--- config.mk ---
export PLATFORM = sky130hd
export DESIGN_NAME = gated_count13
export DESIGN_NICKNAME = d
export VERILOG_FILES = /design/src/rtl/tmr13_pkg.sv /design/src/rtl/tmr13_sync.sv /design/src/rtl/tmr13_source.sv /design/src/rtl/tmr13_counter.sv /design/src/rtl/gated_count13.sv
export SDC_FILE = /design/constraint.sdc
export NUM_CORES = 1
export LEC_CHECK = 0
export BUFFER_PORTS_ARGS = -buffer_cell sky130_fd_sc_hd__buf_2
export CORE_MARGIN = 5
export CORE_UTILIZATION = 35
export DETAILED_ROUTE_END_ITERATION = 6
export GPL_TIMING_DRIVEN = 0
export RECOVER_POWER = 50
export SLEW_MARGIN = 5
export SYNTH_ARGS = -nofsm -noshare
export SYNTH_HDL_FRONTEND = slang
export SYNTH_SLANG_ARGS = --single-unit
--- constraint.sdc ---
create_clock -name clk -period 4.6 [get_ports clk]
set_input_delay 0.69 -clock clk [delete_from_list [all_inputs] [get_ports clk]]
set_output_delay 0.69 -clock clk [all_outputs]
set_load 0.02 [all_outputs]
--- src/rtl/tmr13_pkg.sv ---
package tmr13_pkg;
  localparam int DATA_W = 8;
  localparam int CTL_W  = 5;
  localparam int OVF_WBIT = 5;

  typedef struct packed {
    logic sys_sel;   // bit 4
    logic ext_mode;  // bit 3
    logic gate_pol;  // bit 2
    logic gate_en;   // bit 1
    logic run;       // bit 0
  } tmr_ctl_t;
endpackage

--- src/rtl/tmr13_sync.sv ---
module tmr13_sync #(
  parameter int STAGES = 2
) (
  input  logic clk,
  input  logic rst,
  input  logic d,
  output logic q
);
  logic [STAGES-1:0] sr;

  always_ff @(posedge clk) begin
    if (rst) begin
      sr <= '0;
    end else begin
      for (int i = 0; i < STAGES; i++) begin
        if (i == 0) sr[i] <= d;
        else        sr[i] <= sr[i-1];
      end
    end
  end

  assign q = sr[STAGES-1];
endmodule

--- src/rtl/tmr13_source.sv ---
module tmr13_source
  import tmr13_pkg::*;
(
  input  logic     clk,
  input  logic     rst,
  input  tmr_ctl_t ctl,
  input  logic     cnt_s,
  input  logic     gate_s,
  input  logic     presc_tick,
  output logic     adv
);
  logic cnt_prev;
  logic fall;
  logic tick;
  logic gate_open;

  always_ff @(posedge clk) begin
    if (rst) cnt_prev <= 1'b0;
    else     cnt_prev <= cnt_s;
  end

  assign fall      = cnt_prev & ~cnt_s;
  assign gate_open = ~ctl.gate_en | (gate_s ^ ctl.gate_pol);

  always_comb begin
    if (ctl.ext_mode)     tick = fall;
    else if (ctl.sys_sel) tick = 1'b1;
    else                  tick = presc_tick;
  end

  assign adv = ctl.run & gate_open & tick;


  run_off_chk: assert property (@(posedge clk) disable iff (rst)
    !ctl.run |-> !adv);


  gate_closed_chk: assert property (@(posedge clk) disable iff (rst)
    (ctl.gate_en && (gate_s == ctl.gate_pol)) |-> !adv);
endmodule

--- src/rtl/tmr13_counter.sv ---
module tmr13_counter #(
  parameter int LO_W   = 5,
  parameter int HI_W   = 8,
  parameter int DATA_W = 8
) (
  input  logic              clk,
  input  logic              rst,
  input  logic              adv,
  input  logic              wr_lo,
  input  logic              wr_hi,
  input  logic [DATA_W-1:0] wr_data,
  input  logic              ovf_clr,
  output logic [LO_W-1:0]   lo,
  output logic [HI_W-1:0]   hi,
  output logic              ovf
);
  localparam logic [LO_W-1:0] LO_MAX = {LO_W{1'b1}};
  localparam logic [HI_W-1:0] HI_MAX = {HI_W{1'b1}};

  logic wr_any;
  logic inc;
  logic lo_wrap;
  logic full_wrap;

  assign wr_any    = wr_lo | wr_hi;
  assign inc       = adv & ~wr_any;
  assign lo_wrap   = (lo == LO_MAX);
  assign full_wrap = inc & lo_wrap & (hi == HI_MAX);

  always_ff @(posedge clk) begin
    if (rst) begin
      lo <= '0;
      hi <= '0;
    end else if (wr_any) begin
      if (wr_lo) lo <= wr_data[LO_W-1:0];
      if (wr_hi) hi <= wr_data[HI_W-1:0];
    end else if (inc) begin
      lo <= lo + 1'b1;
      if (lo_wrap) hi <= hi + 1'b1;
    end
  end

  always_ff @(posedge clk) begin
    if (rst)            ovf <= 1'b0;
    else if (full_wrap) ovf <= 1'b1;
    else if (ovf_clr)   ovf <= 1'b0;
  end


  carry_chk: assert property (@(posedge clk) disable iff (rst)
    (adv && !wr_lo && !wr_hi && lo == LO_MAX && hi != HI_MAX)
      |=> (lo == '0 && hi == $past(hi) + 1'b1));


  wr_lo_prio_chk: assert property (@(posedge clk) disable iff (rst)
    wr_lo |=> lo == $past(wr_data[LO_W-1:0]));


  wrap_flag_chk: assert property (@(posedge clk) disable iff (rst)
    (adv && !wr_lo && !wr_hi && lo == LO_MAX && hi == HI_MAX)
      |=> (ovf && lo == '0 && hi == '0));


  ovf_clear_chk: assert property (@(posedge clk) disable iff (rst)
    (ovf_clr && !(adv && !wr_lo && !wr_hi && lo == LO_MAX && hi == HI_MAX))
      |=> !ovf);
endmodule

--- src/rtl/gated_count13.sv ---
module gated_count13
  import tmr13_pkg::*;
#(
  parameter int LO_W        = 5,
  parameter int HI_W        = 8,
  parameter int SYNC_STAGES = 2
) (
  input  logic              clk,
  input  logic              rst,
  input  logic              wr_lo,
  input  logic              wr_hi,
  input  logic              wr_ctl,
  input  logic [DATA_W-1:0] wr_data,
  input  logic              presc_tick,
  input  logic              cnt_pin,
  input  logic              gate_pin,
  input  logic              ovf_ack,
  output logic [DATA_W-1:0] lo_rd,
  output logic [DATA_W-1:0] hi_rd,
  output logic [DATA_W-1:0] ctl_rd,
  output logic              ovf_flag
);
  localparam int LO_PAD  = DATA_W - LO_W;
  localparam int CTL_PAD = DATA_W - CTL_W - 1;

  tmr_ctl_t        ctl;
  logic            cnt_s;
  logic            gate_s;
  logic            adv;
  logic            ovf_clr;
  logic [LO_W-1:0] lo;
  logic [HI_W-1:0] hi;

  always_ff @(posedge clk) begin
    if (rst)         ctl <= '0;
    else if (wr_ctl) ctl <= tmr_ctl_t'(wr_data[CTL_W-1:0]);
  end

  assign ovf_clr = ovf_ack | (wr_ctl & ~wr_data[OVF_WBIT]);

  tmr13_sync #(.STAGES(SYNC_STAGES)) u_cnt_sync (
    .clk(clk), .rst(rst), .d(cnt_pin), .q(cnt_s)
  );

  tmr13_sync #(.STAGES(SYNC_STAGES)) u_gate_sync (
    .clk(clk), .rst(rst), .d(gate_pin), .q(gate_s)
  );

  tmr13_source u_src (
    .clk(clk), .rst(rst), .ctl(ctl), .cnt_s(cnt_s), .gate_s(gate_s),
    .presc_tick(presc_tick), .adv(adv)
  );

  tmr13_counter #(.LO_W(LO_W), .HI_W(HI_W), .DATA_W(DATA_W)) u_cnt (
    .clk(clk), .rst(rst), .adv(adv), .wr_lo(wr_lo), .wr_hi(wr_hi),
    .wr_data(wr_data), .ovf_clr(ovf_clr), .lo(lo), .hi(hi), .ovf(ovf_flag)
  );

  assign lo_rd  = {{LO_PAD{1'b0}}, lo};
  assign hi_rd  = hi;
  assign ctl_rd = {{CTL_PAD{1'b0}}, ovf_flag, ctl};


  idle_hold_chk: assert property (@(posedge clk) disable iff (rst)
    (!ctl.run && !wr_lo && !wr_hi) |=> $stable({hi, lo}));


  reset_clear_chk: assert property (@(posedge clk)
    rst |=> (lo_rd == '0 && hi_rd == '0 && ctl_rd == '0));
endmodule

==> summary.md, run 1 <==
| Metric | Value |
|---|---|
| FF+latch count, synth | `24` |
| CTS Hold Bufs | `0` |
| Critical path arrival | `~2.4 ns` |
| Critical path type | `reg -> reg` |
| Final period demand of the worst path | `2.26 ns` |
| Share of cells above drive strength 1 | `approximately 20%` |
| Largest net degree at the start of global routing | `15` |
| Clock tree buffer depth | `2` |
| Ant. Diodes | `0` |
| Crit share post-route | `about half` |
| Post-Route WL | `about 3600 um` |
| Total negative slack | `0 ns` |
| Post-synthesis sequential area ratio | `37.6%` |
| Most common cell after layout, fill and taps aside | `buf_2` |
| Max cap viols | `0` |
| Final HPWL DP | `2710 um` |
| RSZ-0062 raised after global routing | `false` |
| Fin util | `a little over two fifths` |
| Port bufs | `34` |
| Routability cong. | `around 0.79` |
| End of the worst hold path | `u_gate_sync.sr[1]` |
| H-tree lvl count | `1` |
| FFs w/ async S/R, synth | `0%` |
| Worst R2R Setup Slack | `roughly 2.3 ns` |
| Worst reg2reg path depth | `8` |
| IO Pins | `42` |
| Reg2reg end | `u_cnt.hi[2]` |
| Core area | `~3600 sq um` |
| Clock transition at path regs | `around 0.090 ns` |
| Post-synth EDFFs | `0` |
| Status | `finished clean` |
| Slew headroom | `64.6%` |
| Worst Path Max Fanout | `10` |
| Grt ovf | `0` |
| Synth warnings | `0` |
| All-Layer GR Usage | `between 10% and 20%` |
| Cell taking the most area after synthesis | `dfxtp_1` |
| Post-route design area | `between 1500 and 2000 sq um` |
| First-pass GRT wire length | `about 6000 um` |
| Peak VDD IR | `107 uV` |
| Via total after detailed routing | `~1,300` |
| Count of antenna-violating nets left after detailed routing | `0` |
| Drt wl/cell | `roughly 15 um` |
| Syn avg cell area | `between 8 and 9 sq um` |
| Post-Synthesis Cells | `about 150` |
| Overall power | `roughly 0.5 mW` |
| Final setup violation count | `0` |
| Max incr delay on CP | `between 0.4 and 0.5 ns` |
| Top post-synthesis cells by area | `dfxtp_1 38%, o32ai_1 5.5%, nand3b_1 5.3%` |
| Yosys top cell area share | `37.6%` |
| Startpoint Class | `flop` |
| Starting Density | `between 30% and 40%` |
| Slew Limit Fails | `0` |
| Power Density | `318 nW/um^2` |
| DIE WIDTH | `~70 um` |
| LEAKAGE | `0.638 nW` |
| Die Area | `4960 sq um` |
| Vias in the first global route | `between 1,000 and 1,500` |
| Req. time, crit path | `4.75 ns` |
| Worst Setup End Kind | `flop` |
| Worst Hold Launch | `u_gate_sync.sr[0]` |
| DR vias/cell | `roughly 5.3` |
| Post-CTS Setup Bufs | `0` |
| Cell Area, Placed | `~1500 sq um` |
| Hold path depth | `1` |
| Main synth FF type | `dfxtp_1` |
| Hold Crit Class | `reg -> reg` |
| Distinct cells, synth | `35` |
| Cell repeated most along the worst path | `ha_1` |
| Slowest cell on crit path | `a21oi_1` |
| Most frequent cells in the layout | `25 x buf_2, 24 x dfxtp_1, 19 x clkbuf_1, 9 x nand3b_1, 9 x nor2_1` |
| # DRC | `0` |
| CTS tree | `built` |
| Chip height | `around 70 um` |
| Worst Max-Slew Pin Slew | `about 0.53 ns` |
| Post-CTS resize count | `0` |
| TritonRoute pass-1 iters | `4` |
| Area Growth Syn to Fin | `23.5%` |
| Fmax | `~440 MHz` |
| TritonCTS Buffers | `3` |
| Root buffer cell | `clkbuf_8` |
| Mapped Area | `roughly 1300 sq um` |
| Start of the worst register-to-register path | `u_cnt.lo[0]` |
| Clock Skew | `0.00269 ns` |
| Later-pin clock latency in the skew report | `0.27 ns` |
| Hold Violations, Final | `0` |
| Initial antenna violation count | `0` |
| TritonCTS Sinks | `24` |
| Worst path cell trace | `ha_1 -> and3_1 -> ha_1 -> nand2b_1 -> clkbuf_1 -> inv_1 -> a21oi_1 -> o32ai_1` |
| Nets | `210` |
| Iter 0 DRT Violations | `66` |
| # rows | `22` |
## layer usage
metal	track usage, %	up-vias	wire length, um
met3	3.31	9	251
met4	6.60	0	85
met5	0	-	0
met1	16.9	578	1500
li1	-	623	-
met2	26.0	51	1720
## final cells by class
type | count | area, sq um
Buffer | 16 | 87.6
Clock buffer | 3 | 41.3
Clock inverter | 1 | 30.0
Fill cell | 371 | 2030
Inverter | 4 | 15.0
Multi-Input combinational cell | 107 | 711
Sequential cell | 24 | 480
Tap cell | 48 | 60.1
Timing Repair Buffer | 34 | 154
## metrics by stage
step                      hold slack (ns)  worst slack [ns]  std cells
after floorplan                     0.414              2.69        151
after global placement              0.421              2.39        233
after detailed placement            0.422              2.41        233
after CTS                           0.443              2.39        237
after global routing                0.453              2.22        237
final                               0.442              2.34        237
## where the power goes
part | switching, mW | leakage [nW] | internal [mW]
registers | 0.0117 | 0.198 | 0.219
logic | 0.0518 | 0.404 | 0.0315
clock network | 0.0709 | 0.0357 | 0.117
## synth_stat cells, types with 5 or more instances
cell type	number
mux2i_1	5
buf_4	6
nand3b_1	9
nor2b_1	6
a21oi_1	8
nor3_1	8
nor2_1	9
dfxtp_1	24
clkbuf_1	6
nand2_1	7
o32ai_1	8
a211oi_1	6
## critical path, delay by kind of cell (launching register included)
kind	cells	cell delay, ns
DFF	1	0.37
buffers and inverters	2	0.48
and+or+nand+nor	2	0.25
AOI/OAI and AO/OA	2	0.63
adders and majority gates	2	0.40
## sequential cells by signal, summed over array words and instances (netlist names)
name and cells:
u_cnt_sync.sr 2, u_cnt.hi 8, u_cnt.ovf 1, u_gate_sync.sr 2
u_src.cnt_prev 1, ctl_rd 5, u_cnt.lo 5
## worst max path at each step
stage | startpoint | to | slack, ns | cells after the start
CTS | u_cnt.lo[0] | u_cnt.hi[2] | 2.39 | 8
floorplan | u_cnt.lo[0] | u_cnt.hi[2] | 2.69 | 8
global placement | u_cnt.lo[0] | u_cnt.hi[2] | 2.39 | 8
finish | u_cnt.lo[0] | u_cnt.hi[2] | 2.34 | 8
detailed placement | u_cnt.lo[0] | u_cnt.hi[2] | 2.41 | 8
global route | u_cnt.lo[0] | u_cnt.hi[7] | 2.22 | 8
## cells by family (layout without fill, tap and decap cells)
| kind of cell | count (synthesis) | in the layout | synth area share [%] |
|---|---|---|---|
| AOI/OAI and AO/OA | 37 | 37 | 21.6 |
| DFF | 24 | 24 | 37.6 |
| adders and majority gates | 3 | 3 | 2.94 |
| other | 1 | 5 | 0.293 |
| xor gates and xnor gates | 1 | 1 | 0.685 |
| and+or+nand+nor | 56 | 56 | 25.0 |
| buffers and inverters | 20 | 58 | 8.02 |
| muxes | 5 | 5 | 3.91 |
(Power assumes the default switching activity.)
==> run 2, diff against run 1 <==
ABC_AREA = 1   (was unset)
clock period = 2.3 ns   (was 4.6 ns; I/O delays follow)
==> run 2 against run 1 <==
Against the previous run:
- critical path depth increased by 4
- register-to-register slack worse by 1.8 ns
- power grew 110%
- fmax rose by 29%
- design area up 4.6%
- global-route usage shrank 2.2 points
- combinational power increased by 140%
- routed wire length fell by 9.7%
- flip-flop and latch count unchanged
- non-clock buffer count is 5 lower
- count of clock-buffer cells in the layout is the same
- worst hold slack worse by 0.17 ns
- critical endpoint is now u_cnt.hi[5]
- highest routed layer unchanged
==> summary.md, run 2 <==
| Metric | Value |
|---|---|
| Status | `finished clean (unchanged)` |
| Post-synth EDFFs | `0 (unchanged)` |
| Most common cell after layout, fill and taps aside | `nand2_1 (was buf_2)` |
| Hold Crit Class | `in -> reg (was reg -> reg)` |
| LEAKAGE | `0.849 nW (was 0.638 nW)` |
| Final period demand of the worst path | `1.75 ns (was 2.26 ns)` |
| Hold Violations, Final | `0 (unchanged)` |
| Starting Density | `36.5% (was 35.5%)` |
| All-Layer GR Usage | `12.6% (was 14.8%)` |
| Mapped Area | `1350 sq um (was 1280 sq um)` |
| Nets | `269 (was 210)` |
| Post-Synthesis Cells | `205 (was 147)` |
| FFs w/ async S/R, synth | `0% (unchanged)` |
| Final setup violation count | `0 (unchanged)` |
| Post-CTS resize count | `0 (unchanged)` |
| DR vias/cell | `4.51 (was 5.32)` |
| Top post-synthesis cells by area | `dfxtp_1 36%, nand2_1 13%, nor2_1 11% (was dfxtp_1 38%, o32ai_1 5.5%, nand3b_1 5.3%)` |
| Min Hold Slack | `0.269 ns (was 0.442 ns)` |
| Most flops, register | `u_cnt.hi (unchanged)` |
| Clock transition at path regs | `0.09 ns (about the same)` |
| Crit share post-route | `76.2% (was 49.2%)` |
| Fin util | `44.8% (was 43.8%)` |
| Root buffer cell | `clkbuf_8 (unchanged)` |
| RSZ-0062 raised after global routing | `false (unchanged)` |
| Distinct cells, synth | `25 (was 35)` |
| Power Density | `632 nW/um^2 (was 318 nW/um^2)` |
| Yosys top cell area share | `35.7% (was 37.6%)` |
| CTS Hold Bufs | `0 (unchanged)` |
| Req. time, crit path | `2.48 ns (was 4.75 ns)` |
| Initial antenna violation count | `0 (unchanged)` |
| Iter 0 DRT Violations | `26 (was 66)` |
| Fill count | `414 (was 371)` |
| Largest net degree at the start of global routing | `15 (unchanged)` |
| TritonCTS Buffers | `3 (unchanged)` |
| Area Growth Syn to Fin | `22.7% (was 23.5%)` |
| Grt ovf | `0 (unchanged)` |
| Port bufs | `35 (was 34)` |
| Final Instance Count excl. Fillers | `296 (was 237)` |
| Clock Skew | `0.00116 ns (was 0.00269 ns)` |
| Slew Limit Fails | `0 (unchanged)` |
| FF+latch count, synth | `24 (unchanged)` |
| DIE WIDTH | `72.0 um (was 70.4 um)` |
| First-pass GRT wire length | `5290 um (was 5850 um)` |
| Critical path arrival | `1.93 ns (was 2.41 ns)` |
| # DRC | `0 (unchanged)` |
| Die Area | `5190 sq um (was 4960 sq um)` |
| Worst reg2reg path depth | `12 (was 8)` |
| Hold path depth | `3 (was 1)` |
| Clock tree buffer depth | `2 (unchanged)` |
| Startpoint Class | `flop (unchanged)` |
| Critical path type | `reg -> reg (unchanged)` |
| Most frequent cell after synthesis | `nand2_1 (was dfxtp_1)` |
| Ant. Diodes | `0 (unchanged)` |
| Post-Route WL | `3210 um (was 3560 um)` |
| Core area | `3690 sq um (was 3610 sq um)` |
| Main synth FF type | `dfxtp_1 (unchanged)` |
| Overall power | `1.04 mW (was 0.502 mW)` |
| Drt wl/cell | `10.9 um (was 15.0 um)` |
| Most frequent cells after synthesis | `48 x nand2_1, 41 x nor2_1, 24 x dfxtp_1, 24 x inv_1, 14 x a21oi_1 (was 24 x dfxtp_1, 9 x nand3b_1, 9 x nor2_1)` |
| Later-pin clock latency in the skew report | `0.27 ns (about the same)` |
| Count of antenna-violating nets left after detailed routing | `0 (unchanged)` |
| Routability cong. | `0.738 (was 0.786)` |
| H-tree lvl count | `1 (unchanged)` |
| Worst Setup End Kind | `flop (unchanged)` |
| Fmax | `571 MHz (was 442 MHz)` |
| Post-synthesis sequential area ratio | `35.7% (was 37.6%)` |
| Vias in the first global route | `1,171 (was 1,221)` |
| Share of cells above drive strength 1 | `17.3% (was 20.1%)` |
| CTS tree | `built (unchanged)` |
| Cell taking the most area after synthesis | `dfxtp_1 (unchanged)` |
| IO Pins | `42 (unchanged)` |
| Max cap viols | `0 (unchanged)` |
| Syn avg cell area | `6.57 sq um (was 8.70 sq um)` |
| Total negative slack | `0 ns (unchanged)` |
| Via total after detailed routing | `1,336 (was 1,261)` |
| Worst Path Max Fanout | `10 (unchanged)` |
| Synth warnings | `0 (unchanged)` |
| TritonCTS Sinks | `24 (unchanged)` |
| Final HPWL DP | `2540 um (was 2710 um)` |
| TritonRoute pass-1 iters | `4 (unchanged)` |
| Chip height | `72.0 um (was 70.4 um)` |
| Max FFs per register | `8 (unchanged)` |
| # rows | `22 (unchanged)` |
| Peak VDD IR | `421 uV (was 107 uV)` |
| Most frequent cells in the layout | `48 x nand2_1, 41 x nor2_1, 25 x inv_1, 24 x dfxtp_1, 22 x buf_2 (was 25 x buf_2, 24 x dfxtp_1, 19 x clkbuf_1, 9 x nand3b_1, 9 x nor2_1)` |
| Placed Cells | `292 (was 233)` |
| Post-CTS Setup Bufs | `0 (unchanged)` |
[run 2: cell count changes in the layout (fill, tap and decap cells not counted), sizes merged, moves of 4 or more]
| cell | previous run | this run |
|---|---|---|
| a211oi | 6 | 0 |
| a21oi | 8 | 14 |
| clkbuf | 22 | 17 |
| inv | 4 | 26 |
| mux2i | 5 | 0 |
| nand2 | 7 | 49 |
| nand3 | 3 | 14 |
| nand3b | 9 | 5 |
| nor2 | 9 | 43 |
| nor2b | 6 | 0 |
| nor3 | 8 | 0 |
| o21ai | 4 | 12 |
| o31a | 4 | 0 |
| o32ai | 8 | 0 |
[run 2: cells by family (layout without fill, tap and decap cells)]
logic type	count (synthesis)	after routing	share of synthesized area [%]
buffers and inverters	36	75	12.8
adder cells (fa/ha/maj)	3	3	2.79
AND/OR/NAND/NOR	114	114	37.9
AO/OA/AOI/OAI	27	27	10.5
other	1	5	0.279
flip-flops	24	24	35.7
[run 2: report_power, final]
group | internal [mW] | total (mW) | switching (mW)
Clock | 0.233 | 0.378 | 0.145
Sequential | 0.443 | 0.469 | 0.0263
Combinational | 0.0716 | 0.198 | 0.126
Total | 0.747 | 1.04 | 0.297
[run 2: final timing paths]
path	to	from	slack, ns
max reg2reg	u_cnt.hi[5]	u_cnt.lo[0]	0.55
min	u_cnt_sync.sr[0]	cnt_pin	0.27
min reg2reg	u_gate_sync.sr[1]	u_gate_sync.sr[0]	0.41
max	u_cnt.hi[5]	u_cnt.lo[0]	0.55
[run 2: per-layer routing]
layer | vias up | track usage [%] | routed length [um] | part of all wire [%]
li1 | 717 | - | - | -
met1 | 586 | 16.4 | 1540 | 48
met2 | 31 | 20.9 | 1440 | 45
met3 | 2 | 4.02 | 219 | 6.8
met4 | 0 | 1.88 | 11 | 0.34
met5 | - | 0 | 0 | 0
[run 2: through the flow]
stage,setup slack (ns),cell area (sq um)
after floorplan,0.556,1360
after global placement,0.559,1600
after detailed placement,0.547,1600
after CTS,0.526,1670
after global routing,0.346,1650
final,0.547,1650
[run 2: layout make-up]
| type | instances | area [sq um] | share of cell area [%] |
|---|---|---|---|
| inverter | 26 | 97.6 | 5.91 |
| clock buffer | 3 | 41.3 | 2.50 |
| multi-input combinational | 149 | 708 | 42.9 |
| buffer | 10 | 75.1 | 4.55 |
| sequential | 24 | 480 | 29.1 |
| timing repair buffer | 35 | 159 | 9.62 |
| clock inverter | 1 | 30.0 | 1.82 |
| tap | 48 | 60.1 | 3.64 |
[run 2: worst max-delay path: stages, from the launching register on]
cell and delay [ns]:
dfxtp_1 0.41, ha_1 0.19, nand2_1 0.07, nor2_1 0.09, ha_1 0.14, inv_1 0.04
nor2_2 0.15, nand4_4 0.16, nand2_2 0.11, buf_6 0.13, nand2_1 0.06, nand2_1 0.05
nor2_1 0.04
